## src/rtl/tapbs_pkg.sv

```systemverilog
package tapbs_pkg;

  localparam int IR_W = 4;

  typedef enum logic [3:0] {
    TS_RESET  = 4'd0,  TS_IDLE   = 4'd1,  TS_SEL_DR = 4'd2,  TS_CAP_DR = 4'd3,
    TS_SH_DR  = 4'd4,  TS_EX1_DR = 4'd5,  TS_PAU_DR = 4'd6,  TS_EX2_DR = 4'd7,
    TS_UPD_DR = 4'd8,  TS_SEL_IR = 4'd9,  TS_CAP_IR = 4'd10, TS_SH_IR  = 4'd11,
    TS_EX1_IR = 4'd12, TS_PAU_IR = 4'd13, TS_EX2_IR = 4'd14, TS_UPD_IR = 4'd15
  } tap_state_e;

  typedef enum logic [2:0] {
    INS_EXTEST, INS_SAMPLE, INS_IDCODE, INS_HIGHZ, INS_BYPASS
  } instr_e;

  localparam logic [IR_W-1:0] OP_EXTEST  = 4'b0000;
  localparam logic [IR_W-1:0] OP_SAMPLE  = 4'b0010;
  localparam logic [IR_W-1:0] OP_IDCODE  = 4'b0011;
  localparam logic [IR_W-1:0] OP_HIGHZ   = 4'b0100;
  localparam logic [IR_W-1:0] OP_BYPASS  = 4'b1111;
  localparam logic [IR_W-1:0] IR_CAPTURE = 4'b0001;

  // Unlisted opcodes fall through to bypass
  function automatic instr_e decode_op(input logic [IR_W-1:0] op);
    instr_e r;
    case (op)
      OP_EXTEST: r = INS_EXTEST;
      OP_SAMPLE: r = INS_SAMPLE;
      OP_IDCODE: r = INS_IDCODE;
      OP_HIGHZ:  r = INS_HIGHZ;
      default:   r = INS_BYPASS;
    endcase
    return r;
  endfunction

endpackage

```

## src/rtl/tapbs_fsm.sv

```systemverilog
module tapbs_fsm
  import tapbs_pkg::*;
(
  input  logic       tck,
  input  logic       rst_n,
  input  logic       tms,
  output tap_state_e state
);

  tap_state_e state_q, state_d;

  always_comb begin
    state_d = state_q;
    case (state_q)
      TS_RESET:  state_d = tms ? TS_RESET  : TS_IDLE;
      TS_IDLE:   state_d = tms ? TS_SEL_DR : TS_IDLE;
      TS_SEL_DR: state_d = tms ? TS_SEL_IR : TS_CAP_DR;
      TS_CAP_DR: state_d = tms ? TS_EX1_DR : TS_SH_DR;
      TS_SH_DR:  state_d = tms ? TS_EX1_DR : TS_SH_DR;
      TS_EX1_DR: state_d = tms ? TS_UPD_DR : TS_PAU_DR;
      TS_PAU_DR: state_d = tms ? TS_EX2_DR : TS_PAU_DR;
      TS_EX2_DR: state_d = tms ? TS_UPD_DR : TS_SH_DR;
      TS_UPD_DR: state_d = tms ? TS_SEL_DR : TS_IDLE;
      TS_SEL_IR: state_d = tms ? TS_RESET  : TS_CAP_IR;
      TS_CAP_IR: state_d = tms ? TS_EX1_IR : TS_SH_IR;
      TS_SH_IR:  state_d = tms ? TS_EX1_IR : TS_SH_IR;
      TS_EX1_IR: state_d = tms ? TS_UPD_IR : TS_PAU_IR;
      TS_PAU_IR: state_d = tms ? TS_EX2_IR : TS_PAU_IR;
      TS_EX2_IR: state_d = tms ? TS_UPD_IR : TS_SH_IR;
      TS_UPD_IR: state_d = tms ? TS_SEL_DR : TS_IDLE;
      default:   state_d = TS_RESET;
    endcase
  end

  always_ff @(posedge tck or negedge rst_n) begin
    if (!rst_n) state_q <= TS_RESET;
    else        state_q <= state_d;
  end

  assign state = state_q;

  // Run length of TMS-high edges, saturating at five
  logic [2:0] tms_run_q;
  always_ff @(posedge tck or negedge rst_n) begin
    if (!rst_n)                tms_run_q <= 3'd0;
    else if (!tms)             tms_run_q <= 3'd0;
    else if (tms_run_q != 3'd5) tms_run_q <= tms_run_q + 3'd1;
  end

  assert_five_ones_reset_R2: assert property (@(posedge tck) disable iff (!rst_n)
    (tms_run_q == 3'd5) |-> (state_q == TS_RESET));

endmodule

```

## src/rtl/tapbs_ir.sv

```systemverilog
module tapbs_ir
  import tapbs_pkg::*;
(
  input  logic       tck,
  input  logic       rst_n,
  input  logic       tdi,
  input  tap_state_e state,
  output logic       ir_so,
  output instr_e     instr
);

  logic [IR_W-1:0] sr_q, sr_d;
  logic [IR_W-1:0] op_q;
  logic            op_load, op_reset;

  always_comb begin
    sr_d = sr_q;
    if (state == TS_CAP_IR)     sr_d = IR_CAPTURE;
    else if (state == TS_SH_IR) sr_d = {tdi, sr_q[IR_W-1:1]};
  end

  always_ff @(posedge tck or negedge rst_n) begin
    if (!rst_n) sr_q <= IR_CAPTURE;
    else        sr_q <= sr_d;
  end

  // Active instruction changes on the falling edge only
  assign op_reset = (state == TS_RESET);
  assign op_load  = (state == TS_UPD_IR);

  always_ff @(negedge tck or negedge rst_n) begin
    if (!rst_n)        op_q <= OP_IDCODE;
    else if (op_reset) op_q <= OP_IDCODE;
    else if (op_load)  op_q <= sr_q;
  end

  assign ir_so = sr_q[0];
  assign instr = decode_op(op_q);

  assert_ir_capture_R4: assert property (@(posedge tck) disable iff (!rst_n)
    (state == TS_CAP_IR) |=> (sr_q == IR_CAPTURE));

endmodule

```

## src/rtl/tapbs_bsr.sv

```systemverilog
module tapbs_bsr
  import tapbs_pkg::*;
#(
  parameter int N_IN = 4,
  parameter int N_IO = 8
) (
  input  logic            tck,
  input  logic            rst_n,
  input  logic            tdi,
  input  tap_state_e      state,
  input  instr_e          instr,
  input  logic            lock,
  input  logic [N_IN-1:0] din_pad,
  output logic [N_IN-1:0] din_core,
  input  logic [N_IO-1:0] io_pin_i,
  output logic [N_IO-1:0] io_pin_o,
  output logic [N_IO-1:0] io_pin_oe,
  input  logic [N_IO-1:0] io_core_o,
  input  logic [N_IO-1:0] io_core_oe,
  output logic [N_IO-1:0] io_core_i,
  output logic            bsr_so
);

  localparam int LEN = N_IN + 2 * N_IO;

  logic [LEN-1:0]  cap_val, chain_q, chain_d;
  logic [N_IO-1:0] upd_dat_q, upd_oe_q;
  logic            sel, drive_ext, isolate, quiet;

  assign sel       = (instr == INS_SAMPLE) || (instr == INS_EXTEST);
  assign drive_ext = (instr == INS_EXTEST);
  assign isolate   = (instr == INS_EXTEST) || (instr == INS_HIGHZ);
  assign quiet     = lock || (instr == INS_HIGHZ);

  // Capture sources and core isolation for dedicated inputs
  for (genvar i = 0; i < N_IN; i++) begin : g_in_cell
    assign cap_val[i]  = din_pad[i];
    assign din_core[i] = isolate ? 1'b0 : din_pad[i];
  end

  // Two cells per I/O pin: data at even offset, enable at odd offset
  for (genvar k = 0; k < N_IO; k++) begin : g_io_cell
    localparam int DB = N_IN + 2 * k;
    localparam int EB = N_IN + 2 * k + 1;

    assign cap_val[DB] = io_pin_i[k];
    assign cap_val[EB] = io_core_oe[k];

    always_ff @(negedge tck or negedge rst_n) begin
      if (!rst_n) begin
        upd_dat_q[k] <= 1'b0;
        upd_oe_q[k]  <= 1'b0;
      end else if (sel && (state == TS_UPD_DR)) begin
        upd_dat_q[k] <= chain_q[DB];
        upd_oe_q[k]  <= chain_q[EB];
      end
    end

    assign io_pin_o[k]  = drive_ext ? upd_dat_q[k] : io_core_o[k];
    assign io_pin_oe[k] = quiet ? 1'b0 : (drive_ext ? upd_oe_q[k] : io_core_oe[k]);
    assign io_core_i[k] = isolate ? 1'b0 : io_pin_i[k];
  end

  always_comb begin
    chain_d = chain_q;
    if (sel && (state == TS_CAP_DR))     chain_d = cap_val;
    else if (sel && (state == TS_SH_DR)) chain_d = {tdi, chain_q[LEN-1:1]};
  end

  always_ff @(posedge tck or negedge rst_n) begin
    if (!rst_n) chain_q <= '0;
    else        chain_q <= chain_d;
  end

  assign bsr_so = chain_q[0];

  assert_update_only_in_upd_R10: assert property (@(negedge tck) disable iff (!rst_n)
    ($past(state) != TS_UPD_DR) |-> ($stable(upd_dat_q) && $stable(upd_oe_q)));

  assert_core_isolated_R11: assert property (@(posedge tck) disable iff (!rst_n)
    isolate |-> ((din_core == '0) && (io_core_i == '0)));

  assert_highz_no_drive_R12: assert property (@(posedge tck) disable iff (!rst_n)
    (instr == INS_HIGHZ) |-> (io_pin_oe == '0));

endmodule

```

## src/rtl/tapbs_top.sv

```systemverilog
module tapbs_top
  import tapbs_pkg::*;
#(
  parameter int              N_IN   = 4,
  parameter int              N_IO   = 8,
  parameter int              ID_W   = 32,
  parameter logic [ID_W-1:0] IDCODE = 32'h4C3A_E0B7
) (
  input  logic            tck,
  input  logic            por_n,
  input  logic            tms,
  input  logic            tdi,
  output logic            tdo,
  output logic            tdo_en,
  output logic [3:0]      tap_state_o,
  input  logic            prog_start,
  input  logic            prog_done,
  input  logic [N_IN-1:0] din_pad,
  output logic [N_IN-1:0] din_core,
  input  logic [N_IO-1:0] io_pin_i,
  output logic [N_IO-1:0] io_pin_o,
  output logic [N_IO-1:0] io_pin_oe,
  input  logic [N_IO-1:0] io_core_o,
  input  logic [N_IO-1:0] io_core_oe,
  output logic [N_IO-1:0] io_core_i
);

  // Asynchronous assertion, synchronous release
  logic [1:0] por_sync_q;
  logic       rst_n;
  always_ff @(posedge tck or negedge por_n) begin
    if (!por_n) por_sync_q <= 2'b00;
    else        por_sync_q <= {por_sync_q[0], 1'b1};
  end
  assign rst_n = por_sync_q[1];

  tap_state_e state;
  instr_e     instr;
  logic       ir_so, bsr_so;

  tapbs_fsm u_fsm (
    .tck   (tck),
    .rst_n (rst_n),
    .tms   (tms),
    .state (state)
  );

  tapbs_ir u_ir (
    .tck   (tck),
    .rst_n (rst_n),
    .tdi   (tdi),
    .state (state),
    .ir_so (ir_so),
    .instr (instr)
  );

  // Protection latch for abandoned programming sessions
  logic session_q, session_d, lock_q, lock_d;
  always_comb begin
    session_d = session_q;
    lock_d    = lock_q;
    if (prog_done) begin
      session_d = 1'b0;
      lock_d    = 1'b0;
    end else begin
      if (prog_start) session_d = 1'b1;
      if (session_q && (state == TS_RESET)) lock_d = 1'b1;
    end
  end

  always_ff @(posedge tck or negedge rst_n) begin
    if (!rst_n) begin
      session_q <= 1'b0;
      lock_q    <= 1'b0;
    end else begin
      session_q <= session_d;
      lock_q    <= lock_d;
    end
  end

  tapbs_bsr #(.N_IN(N_IN), .N_IO(N_IO)) u_bsr (
    .tck        (tck),
    .rst_n      (rst_n),
    .tdi        (tdi),
    .state      (state),
    .instr      (instr),
    .lock       (lock_q),
    .din_pad    (din_pad),
    .din_core   (din_core),
    .io_pin_i   (io_pin_i),
    .io_pin_o   (io_pin_o),
    .io_pin_oe  (io_pin_oe),
    .io_core_o  (io_core_o),
    .io_core_oe (io_core_oe),
    .io_core_i  (io_core_i),
    .bsr_so     (bsr_so)
  );

  // Bypass and identification data registers
  logic            byp_sel, id_sel, bs_sel;
  logic            byp_q, byp_d;
  logic [ID_W-1:0] id_q, id_d;

  assign id_sel  = (instr == INS_IDCODE);
  assign bs_sel  = (instr == INS_SAMPLE) || (instr == INS_EXTEST);
  assign byp_sel = !(id_sel || bs_sel);

  always_comb begin
    byp_d = byp_q;
    id_d  = id_q;
    if (state == TS_CAP_DR) begin
      if (byp_sel) byp_d = 1'b0;
      if (id_sel)  id_d  = IDCODE;
    end else if (state == TS_SH_DR) begin
      if (byp_sel) byp_d = tdi;
      if (id_sel)  id_d  = {tdi, id_q[ID_W-1:1]};
    end
  end

  always_ff @(posedge tck or negedge rst_n) begin
    if (!rst_n) begin
      byp_q <= 1'b0;
      id_q  <= '0;
    end else begin
      byp_q <= byp_d;
      id_q  <= id_d;
    end
  end

  // Serial output, retimed to the falling edge
  logic tdo_d, tdo_en_d, tdo_q, tdo_en_q;
  always_comb begin
    tdo_d = 1'b0;
    if (state == TS_SH_IR) begin
      tdo_d = ir_so;
    end else if (state == TS_SH_DR) begin
      if (id_sel)      tdo_d = id_q[0];
      else if (bs_sel) tdo_d = bsr_so;
      else             tdo_d = byp_q;
    end
  end
  assign tdo_en_d = (state == TS_SH_IR) || (state == TS_SH_DR);

  always_ff @(negedge tck or negedge rst_n) begin
    if (!rst_n) begin
      tdo_q    <= 1'b0;
      tdo_en_q <= 1'b0;
    end else begin
      tdo_q    <= tdo_d;
      tdo_en_q <= tdo_en_d;
    end
  end

  assign tdo         = tdo_q;
  assign tdo_en      = tdo_en_q;
  assign tap_state_o = state;

  assert_tdo_en_only_shift_R8: assert property (@(posedge tck) disable iff (!rst_n)
    tdo_en |-> ((state == TS_SH_IR) || (state == TS_SH_DR)));

  assert_bypass_captures_zero_R7: assert property (@(posedge tck) disable iff (!rst_n)
    ((state == TS_CAP_DR) && byp_sel) |=> !byp_q);

  assert_lock_from_reset_R13: assert property (@(posedge tck) disable iff (!rst_n)
    $rose(lock_q) |-> ($past(state) == TS_RESET));

  assert_lock_drivers_off_R13: assert property (@(posedge tck) disable iff (!rst_n)
    lock_q |-> (io_pin_oe == '0));

endmodule

```

## config.mk

```make
export PLATFORM = sky130hd
export DESIGN_NAME = tapbs_top
export DESIGN_NICKNAME = d
export VERILOG_FILES = /design/src/rtl/tapbs_pkg.sv /design/src/rtl/tapbs_fsm.sv /design/src/rtl/tapbs_ir.sv /design/src/rtl/tapbs_bsr.sv /design/src/rtl/tapbs_top.sv
export SDC_FILE = /design/constraint.sdc
export NUM_CORES = 1
export LEC_CHECK = 0
export BUFFER_PORTS_ARGS = -buffer_cell sky130_fd_sc_hd__buf_2
export CAP_MARGIN = 20
export CORE_UTILIZATION = 32
export DETAILED_ROUTE_END_ITERATION = 10
export PLACE_DENSITY = 0.56
export SYNTH_ARGS = -nofsm -noshare
export SYNTH_HDL_FRONTEND = slang
export SYNTH_SLANG_ARGS = --single-unit
```

## constraint.sdc

```tcl
create_clock -name tck -period 6.35 [get_ports tck]
set_input_delay 0.9525 -clock tck [delete_from_list [all_inputs] [get_ports tck]]
set_output_delay 0.9525 -clock tck [all_outputs]
set_load 0.03 [all_outputs]
```

; ---- Word level (Yosys, flattened, before mapping)
; Index checks and enable logic that the tools add are counted.
; W data, S select, Z words.
[classes]
n_eq_ne = 25
muxes = 72
reduce_logical = 23
[ops]
columns = cell, count
row1 = $mux W32, 4
row2 = $mux W1, 51
row3 = $pmux W4 S12, 1
row4 = $mux W20, 2
row5 = $eq A4 B4 Y1 const B, 8
row6 = $mux W4, 8
row7 = $eq A4 B3 Y1 const B, 5
row8 = $eq A4 B2 Y1 const B, 4
row9 = $pmux W3 S4, 1
row10 = $reduce_bool A2 Y1, 6
row11 = $logic_not A4 Y1, 2
row12 = $ne A2 B2 Y1 const B, 4
row13 = $eq A3 B2 Y1 const B, 2
row14 = $mux W2, 3
row15 = $mux W3, 2
row16 = $reduce_and A3 Y1, 2
row17 = $logic_or A1 B1 Y1, 5
row18 = $eq A4 B1 Y1 const B, 1
row19 = $logic_and A1 B1 Y1, 4
row20 = $reduce_or A2 Y1, 2
row21 = $eq A3 B1 Y1 const B, 1
row22 = $logic_not A3 Y1, 1
row23 = $reduce_or A3 Y1, 1
[totals]
output_inout_bits = 34
in_bits = 34
elab_cells = 147
reg_bits = 87

; ---- Depth between registers and ports, before layout
[depth]
ltp_word = 8
ltp_mapped = 7
depth_no_buf = 3

; ---- Hierarchy
; From an unflattened synthesis, not the netlist that was laid out.
[unflattened]
hier_cells = 417
hier_area_um2 = 4312.9
[by_module_without_submodules]
columns = mod, seq_area_each_um2, cells_per_inst, instances, area_per_inst_um2
row1 = tapbs_bsr, 900.9, 177, 1, 1861.8
row2 = tapbs_top, 975.9, 151, 1, 1712.9
row3 = tapbs_ir, 203.9, 49, 1, 422.9
row4 = tapbs_fsm, 100.1, 40, 1, 315.3

==> results.toml <==
[pwr]
internal_power_w = 0.001426
ir_drop_mv = 0.1506
power_density_mw_per_mm2 = 422.7
p_sw_w = 0.0007418
total_power_w = 0.002168
pwr-share-comb = 0.342
seq_power_share = 0.401
p_leak_nw = 2.489
clockPowerShare = 0.257
swShare = 0.3422

[critical_path]
cp.required_ns = 5.40
worst_setup_path_end_kind = "output port"
crit_fanout = 20
startpoint_type = "register"
cp.arrival_ns = 5.20
path_class = "reg -> out"

[detailed_routing]
viasPerCell = 4.780
drtIter0Drc = 200
ant_nets = 0
routedWlPerCell_um = 14.06
drcViolationCount = 0
first_pass_iters = 4
drt_wl_total_um = 8646
vias = 2940

[logic_synthesis]
netlist_instances = 377
ys.flop_type = "dfrtp_1"
yosysTopAreaCellShare = 0.3698
yosysTopAreaCell = "dfrtp_1"
ys_seq_area_frac = 0.5036
syn_area_mm2 = 0.004330
syn_avg_cell_area_um2 = 11.49
synthDistinctLibCells = 47
synthArstFlopShare = 1.000
synth_enable_flop_cells = 0
synth_area_leaders = "dfrtp_1 37%, mux2_2 18%, dfrtn_1 12%"
yosysWarnings = 0
syn-num-nets = 411
synth_seq_cells = 87

[sta]
report.final.slew_viol_count = 0
skew_ns = 0.05560
tightest_slew_ns = 0.8227
relSlewSlack = 0.4515
fin_setup_tns_ns = 0
timing_hold_violations_final = 0
setup-violations-final = 0
rsz0062_at_grt = "no"
holdWs_ns = 0.3580

[floorplanning]
dieArea_mm2 = 0.01400
num_io_pins = 68
fp.dieH_um = 118.3
rows = 42
start_util = 0.3270
die_w_um = 118.3
core_region_area_mm2 = 0.01324

[status]
status = "finished, final reports clean"

[clock_network]
clk_pin_slew_ns = 0.06
htree_levels = 3
cts_sinks = 87
clk_latency_ns = 0.38
cts_buffers = 9
clockRootBuffer = "clkbuf_16"
cts_buffer_depth = 2
tritoncts = "done"
hold_buffers = 0
postCtsSetupRepairBufs = 0

[cells_and_area]
antenna_cells = 0
drive_gt1_frac = 0.4123
final_cells = 615
area_delta_synth_final_pct = 18.41
fin_nets = 468

[placement]
gp_congestion = 0.7790
hpwl_um = 5642
dp.cells = 598
io_buffers = 67

[global_route]
grt_use_total = 0.1309
grt_pass1_wl_um = 14630
gr-total-overflow = 0
grt_pass1_vias = 2934
grt_max_degree = 64
antenna_found_initial = 0

[hold_path]
hold_path.class = "reg -> reg"

[job]
drv_cap = 0
## worst paths after layout
| check | from | endpoint | slack [ns] | cells past startpoint |
|---|---|---|---|---|
| max in group asynchronous | por_sync_q[1] | u_bsr.upd_dat_q[7] | 2.30 | 0 |
| max reg2reg | u_fsm.state[2] | u_bsr.upd_oe_q[6] | 1.19 | 3 |
| min in group asynchronous | por_n | por_sync_q[1] | 0.39 | 1 |
| min | por_sync_q[0] | por_sync_q[1] | 0.36 | 0 |
| min reg2reg | por_sync_q[0] | por_sync_q[1] | 0.36 | 0 |
| max | u_ir.op_q[0] | io_pin_oe[7] | 0.20 | 4 |
## Yosys cell counts (2+ instances only)
| cell type | n |
|---|---|
| mux2_2 | 71 |
| dfrtp_1 | 64 |
| nor2_1 | 30 |
| nand2_1 | 29 |
| dfrtn_1 | 20 |
| inv_1 | 20 |
| clkbuf_1 | 17 |
| mux2i_1 | 17 |
| and2_1 | 14 |
| a22oi_1 | 11 |
| mux2_4 | 10 |
| o21ai_0 | 10 |
| a21oi_1 | 7 |
| buf_2 | 6 |
| nor2b_1 | 6 |
| nor4b_1 | 4 |
| dfstp_2 | 3 |
| o22ai_1 | 3 |
| buf_4 | 2 |
| buf_6 | 2 |
| nand3_1 | 2 |
| nor3b_1 | 2 |
| o211ai_1 | 2 |
| or3_1 | 2 |
## placed cells by master (no fill, tap or decap), types with 11 or more instances in the layout
cell type	Yosys	final
a22oi_1	11	11
and2_1	14	14
buf_2	6	67
dfrtn_1	20	20
dfrtp_1	64	63
inv_1	20	21
mux2_2	71	71
mux2i_1	17	17
nand2_1	29	29
nor2_1	30	30
## state kept, by name (all words and copies together), names as in the netlist, 2 cells and up
register         cells
u_bsr.chain_q       20
u_fsm.state          4
por_sync_q           2
u_ir.op_q            4
u_ir.sr_q            4
id_q                32
u_bsr.upd_dat_q      8
u_bsr.upd_oe_q       8
## timing repair
item | in CTS | in global routing
gates resized for setup | 0 | 1
endpoints found under the setup margin | 0 | 5
hold endpoints to repair | 0 | 0
## metrics by stage
stage          setup slack (ns)    util  cell area (um^2)
6_report                 0.2020  0.3872              5127
5_1_grt                  0.1260  0.3872              5127
4_1_cts                 0.06254  0.3871              5126
3_5_place_dp             0.4687  0.3632              4810
3_3_place_gp             0.6094  0.3632              4810
2_1_floorplan            0.3236       -              4330
## final cells by class
cell class	instances	area, um^2
clock buffer	11	254.0
clock inverter	7	66.31
fill	1328	8115
inverter	19	71.32
multi-input combinational	241	1943
sequential	87	2185
tap	176	220.2
timing repair buffer	74	387.9
## per-layer routing
layer	routed length (um)	up-vias	global-route usage
met5	0	-	0
met1	4209	1463	0.1774
li1	-	1408	-
met4	156	0	0.05769
met2	3984	59	0.2085
met3	295	10	0.01786
## power by group through the flow
stage	Sequential, W	Combinational [W]	Clock, W
after floorplan	0.000858	0.000598	0.00000296
after global placement	0.000875	0.000725	0.00000296
after detailed placement	0.000880	0.000747	0.00000296
after CTS	0.000871	0.000749	0.000570
after global routing	0.000897	0.000821	0.000593
final	0.000869	0.000740	0.000558
## critical path: stages (launching register included)
cell,delay [ns]
dfstp_2,0.40
or3_2,0.69
a22oi_1,0.27
nor2_1,0.07
buf_2,0.19
## kinds of logic (layout without fill, tap and decap cells)
kind of cell | after synthesis | in the layout | synth area share
AO/OA/AOI/OAI | 41 | 41 | 0.06241
buffers and inverters | 49 | 111 | 0.05200
flip-flops | 87 | 87 | 0.5036
multiplexers | 98 | 98 | 0.2586
other | 1 | 1 | 0.0008660
AND/OR/NAND/NOR | 101 | 101 | 0.1225
Power figures use the tool's default switching activity.
